[src/rtl/si_dispatch_assist.sv]
module si_dispatch_assist #(
  parameter int XLEN      = 32,
  parameter int NUM_TYPES = 4,
  parameter int NUM_SI    = 4,
  parameter int NUM_VAR   = 4,
  parameter int RAW       = 5,
  parameter logic [2:0] REQ [NUM_SI][NUM_VAR][NUM_TYPES] = '{
    '{ '{0,0,0,0}, '{1,0,0,0}, '{1,1,0,0}, '{2,1,0,0} },
    '{ '{0,0,0,0}, '{0,0,1,0}, '{0,1,1,0}, '{0,1,1,1} },
    '{ '{0,0,0,0}, '{0,0,0,1}, '{0,0,0,2}, '{0,0,0,4} },
    '{ '{0,0,0,0}, '{0,1,0,0}, '{1,1,1,0}, '{0,0,0,0} }
  }
) (
  input  logic                         clk,
  input  logic                         rst_n,
  input  logic                         load_valid,
  input  logic [$clog2(NUM_TYPES)-1:0] load_type,
  input  logic                         unload_valid,
  input  logic [$clog2(NUM_TYPES)-1:0] unload_type,
  input  logic                         issue_valid,
  input  logic [31:0]                  issue_instr,
  input  logic [XLEN-1:0]              issue_opa,
  input  logic [XLEN-1:0]              issue_opb,
  input  logic [RAW-1:0]               issue_dest,
  output logic                         exec_valid,
  output logic [$clog2(NUM_VAR)-1:0]   exec_variant,
  output logic [4:0]                   exec_opcode,
  output logic                         trap,
  output logic                         busy,
  output logic [31:0]                  trap_opcode_word,
  output logic [XLEN-1:0]              trap_opa,
  output logic [XLEN-1:0]              trap_opb,
  output logic [RAW-1:0]               trap_dest,
  input  logic                         ret_valid,
  input  logic [XLEN-1:0]              ret_data,
  output logic                         wb_valid,
  output logic [RAW-1:0]               wb_dest,
  output logic [XLEN-1:0]              wb_data
);
  localparam int TW = $clog2(NUM_TYPES);
  localparam int VW = $clog2(NUM_VAR);
  localparam int SW = (NUM_SI > 1) ? $clog2(NUM_SI) : 1;

  logic [2:0]         cnt [NUM_TYPES];
  logic [4:0]         op;
  logic               op_ok;
  logic [SW-1:0]      si;
  logic [NUM_VAR-1:0] met;
  logic [VW-1:0]      sel;
  logic               hit;

  assign op    = issue_instr[28:24];
  assign op_ok = (32'(op) < NUM_SI);
  assign si    = op[SW-1:0];

  for (genvar g = 0; g < NUM_TYPES; g++) begin : g_cnt
    logic inc, dec;
    assign inc = load_valid   && (load_type   == TW'(g));
    assign dec = unload_valid && (unload_type == TW'(g));
    always_ff @(posedge clk) begin
      if (!rst_n)                              cnt[g] <= '0;
      else if (inc && !dec && cnt[g] != 3'd7)  cnt[g] <= cnt[g] + 3'd1;
      else if (dec && !inc && cnt[g] != 3'd0)  cnt[g] <= cnt[g] - 3'd1;
    end
  end

  assign met[0] = 1'b0;
  for (genvar v = 1; v < NUM_VAR; v++) begin : g_var
    always_comb begin
      logic ok;
      logic any;
      ok  = op_ok;
      any = 1'b0;
      for (int t = 0; t < NUM_TYPES; t++) begin
        if (cnt[t] < REQ[si][v][t]) ok = 1'b0;
        if (REQ[si][v][t] != 3'd0)  any = 1'b1;
      end
      met[v] = ok && any;
    end
  end

  always_comb begin
    sel = '0;
    hit = 1'b0;
    for (int v = 1; v < NUM_VAR; v++) begin
      if (met[v]) begin
        sel = VW'(v);
        hit = 1'b1;
      end
    end
  end

  always_ff @(posedge clk) begin
    if (!rst_n) begin
      exec_valid       <= 1'b0;
      exec_variant     <= '0;
      exec_opcode      <= '0;
      trap             <= 1'b0;
      busy             <= 1'b0;
      trap_opcode_word <= '0;
      trap_opa         <= '0;
      trap_opb         <= '0;
      trap_dest        <= '0;
      wb_valid         <= 1'b0;
      wb_dest          <= '0;
      wb_data          <= '0;
    end else begin
      exec_valid <= 1'b0;
      trap       <= 1'b0;
      wb_valid   <= 1'b0;
      if (issue_valid && !busy) begin
        if (hit) begin
          exec_valid   <= 1'b1;
          exec_variant <= sel;
          exec_opcode  <= op;
        end else begin
          trap             <= 1'b1;
          busy             <= 1'b1;
          trap_opcode_word <= {27'b0, op};
          trap_opa         <= issue_opa;
          trap_opb         <= issue_opb;
          trap_dest        <= issue_dest;
        end
      end
      if (ret_valid && busy) begin
        busy     <= 1'b0;
        wb_valid <= 1'b1;
        wb_dest  <= trap_dest;
        wb_data  <= ret_data;
      end
    end
  end
endmodule

[config.mk]
export PLATFORM = sky130hd
export DESIGN_NAME = si_dispatch_assist
export DESIGN_NICKNAME = d
export VERILOG_FILES = /design/src/rtl/si_dispatch_assist.sv
export SDC_FILE = /design/constraint.sdc
export NUM_CORES = 1
export LEC_CHECK = 0
export ABC_AREA = 1
export BUFFER_PORTS_ARGS = -buffer_cell sky130_fd_sc_hd__buf_2
export CAP_MARGIN = 20
export CORE_MARGIN = 5
export CORE_UTILIZATION = 50
export DETAILED_ROUTE_END_ITERATION = 6
export PLACE_DENSITY = 0.82
export SYNTH_ARGS = -nofsm -noshare
export SYNTH_HDL_FRONTEND = slang
export SYNTH_SLANG_ARGS = --single-unit
export TNS_END_PERCENT = 20
[constraint.sdc]
create_clock -name clk -period 4.7 [get_ports clk]
set_input_delay 0.705 -clock clk [delete_from_list [all_inputs] [get_ports clk]]
set_output_delay 0.705 -clock clk [all_outputs]
set_load 0.01 [all_outputs]
==> results.json <==
{
  "synth_cell_types": 29,
  "boundaryPins": 292,
  "hold_viol": 0,
  "core_um2": 11900,
  "setup-tns-final_ns": 0,
  "cp_data_arrival_time_ns": 3.12,
  "finalNetCount": 1246,
  "path_delay_family": "simple AND/OR/NAND/NOR gates",
  "worstPathCellList": "buf_2, inv_1, ha_1, inv_1, ha_1, a21oi_1, nand2_1, nand3_2, nand4_4, buf_4, nand2_1, nand2_1, nor2_1",
  "vias_per_cell": 4.56,
  "cts_tree": "built",
  "setup.worst_path.start_class": "input pin",
  "wl_met1_um": 5930,
  "drt-total-wl_um": 15000,
  "area_growth_pct": 29.1,
  "place_congestion": 0.798,
  "tightest_slew_ns": 0.701,
  "grt_pass1_vias": 5172,
  "slowest_stage": "nand4_4",
  "p_leak_nw": 4.48,
  "die-area_um2": 14400,
  "cts_max_level": 4,
  "cts_hold_buf": 0,
  "ys_warn_count": 0,
  "final_common_cell": "nand2_1",
  "dr_wl_met3_um": 1430,
  "clock_latency_ns": 0.42,
  "cts_resized": 0,
  "die_w_um": 120,
  "cpMostUsedCell": "nand2_1",
  "synth.area.top_cells": "dfxtp_1 (40%), nand2_1 (16%), nor2_1 (11%)",
  "peakVddDrop_v": 0.000351,
  "vias": 5666,
  "clock-sinks": 134,
  "setup_viol": 0,
  "start_util": 0.507,
  "post_drt_wl_per_cell_um": 12.1,
  "rows": 40,
  "post-cts-setup-buffers": 0,
  "nFillCells": 1059,
  "cts_inserted_buffers": 17,
  "drc_errors": 0,
  "dp_hpwl_um": 10900,
  "finalClockSkew_ns": 0.00662,
  "drt-pass1-iter-count": 4,
  "crit_buf_inv": 4,
  "crit_path_end_kind": "register",
  "min_path_type": "register to register",
  "clockBufferDepth": 2,
  "cp_slowest_stage_delay_ns": 0.45,
  "top_layer_used": "met5",
  "die_h_um": 120,
  "status": "finished, final reports clean",
  "yosysSeqAreaShare": 0.464,
  "max_slew_margin": 0.532,
  "drive_gt1_frac": 0.255,
  "numPortBuffers": 237,
  "clkTransAtPathRegs_ns": 0.06,
  "synth_top_area_frac": 0.404,
  "track_usage": 0.204,
  "synth_top_cell_by_area": "dfxtp_1",
  "synth_seq_cells": 134,
  "rsz0062_at_grt": "false",
  "wl_met2_um": 7230,
  "grt_overflow_total": 0,
  "diodes": 0,
  "setup.worst_path.class": "input pin to register",
  "power.total_mw": 3.21,
  "synthCells": 862,
  "detail-route-antenna-nets": 0,
  "clockRootBuffer": "clkbuf_16",
  "slew_viol_final": 0,
  "synth_area_um2": 6040,
  "avgSynthCellArea_um2": 7.01,
  "fin_crit_sh": 0.589,
  "layout.cells.most_common_list": "nand2_1 (255), buf_2 (236), nor2_1 (183)",
  "antenna_found_initial": 1,
  "worstPathRequired_ns": 5.05,
  "fmax_mhz": 361,
  "grt_pass1_wl_um": 23700,
  "drtIter0Drc": 275,
  "grt_start_max_net_pins": 82,
  "power.density_nw_per_um2": 411,
  "maxCapViolations": 0,
  "finalCriticalPeriod_ns": 2.77,
  "path_max_fanout": 38
}
[state kept, by name, indices dropped and copies added, names as in the netlist]
name              cells
exec_opcode           5
exec_variant          2
trap_opa             32
wb_valid              1
trap_opb             32
wb_dest               5
wb_data              32
trap                  1
cnt                  12
exec_valid            1
busy                  1
trap_opcode_word      5
trap_dest             5
[power by group]
group | internal [mW] | switching, mW | leakage (nW)
combinational | 0.192 | 0.312 | 3.04
clock | 0.913 | 0.490 | 0.307
sequential | 1.25 | 0.0484 | 1.13
total | 2.36 | 0.850 | 4.48
[cells in the mapped netlist, drive strengths merged]
| cell | count |
|---|---|
| conb | 1 |
| nor2 | 184 |
| nand2 | 256 |
| clkbuf | 16 |
| ha | 18 |
| xnor2 | 4 |
| dfxtp | 122 |
| nor4 | 1 |
| nand3b | 2 |
| o21a | 1 |
| o21ai | 12 |
| fa | 1 |
| nand3 | 54 |
| a21oi | 7 |
| o2111ai | 1 |
| a311oi | 1 |
| buf | 49 |
| a2111oi | 1 |
| edfxtp | 12 |
| inv | 114 |
| nand4 | 1 |
| nor3 | 4 |
[final timing paths]
path | depth (start not counted) | from | to | slack [ns]
hold / removal | 2 | exec_opcode[3]$_SDFFE_PN0P_ | exec_opcode[3]$_SDFFE_PN0P_ | 0.44
hold reg to reg | 2 | exec_opcode[3]$_SDFFE_PN0P_ | exec_opcode[3]$_SDFFE_PN0P_ | 0.44
setup reg to reg | 9 | cnt[3][2]$_DFFE_PP_ | trap_opb[0]$_SDFFE_PN0P_ | 2.27
setup / recovery | 13 | issue_instr[24] | trap_opb[0]$_SDFFE_PN0P_ | 1.93
[cell families after synthesis]
group | after synthesis | synth area share
compound gates | 23 | 0.0213
buf+inv | 179 | 0.139
simple gates | 502 | 0.329
xor+xnor | 4 | 0.00580
fa+ha+maj | 19 | 0.0406
other cells | 1 | 0.000621
flops | 134 | 0.464
[worst register-to-register path, cell delays in order, from the launching register on]
cell and delay [ns]:
edfxtp_1 0.48, ha_1 0.36, a21oi_1 0.16, nand2_1 0.08, nand3_2 0.12, nand4_4 0.45, buf_4 0.47, nand2_1 0.10
nand2_1 0.06, nor2_1 0.11
[per-stage QoR]
step,setup WS (ns),instance area [um^2],hold slack (ns),cells,util
3_5_place_dp,1.52,7160,0.433,1212,0.601
5_1_grt,1.71,7800,0.464,1243,0.655
4_1_cts,1.90,7800,0.440,1243,0.655
2_1_floorplan,2.38,6140,0.464,888,-
3_3_place_gp,1.57,7160,0.428,1212,0.601
6_report,1.93,7800,0.442,1243,0.655
[area by class of cell]
class / count / area (um^2) / share of cell area
Timing Repair Buffer: 242 / 1240 / 0.159
Sequential cell: 134 / 2800 / 0.359
Tap cell: 147 / 184 / 0.0236
Inverter: 114 / 428 / 0.0549
Clock inverter: 9 / 138 / 0.0177
Clock buffer: 22 / 497 / 0.0637
Multi-Input combinational cell: 575 / 2510 / 0.322
[per-layer routing]
metal	vias to the layer above	GRT usage
met2	219	0.338
met5	-	0
met4	2	0.0945
li1	2964	-
met1	2450	0.230
met3	31	0.0820
Note: power is estimated with default switching activity, not from simulation.
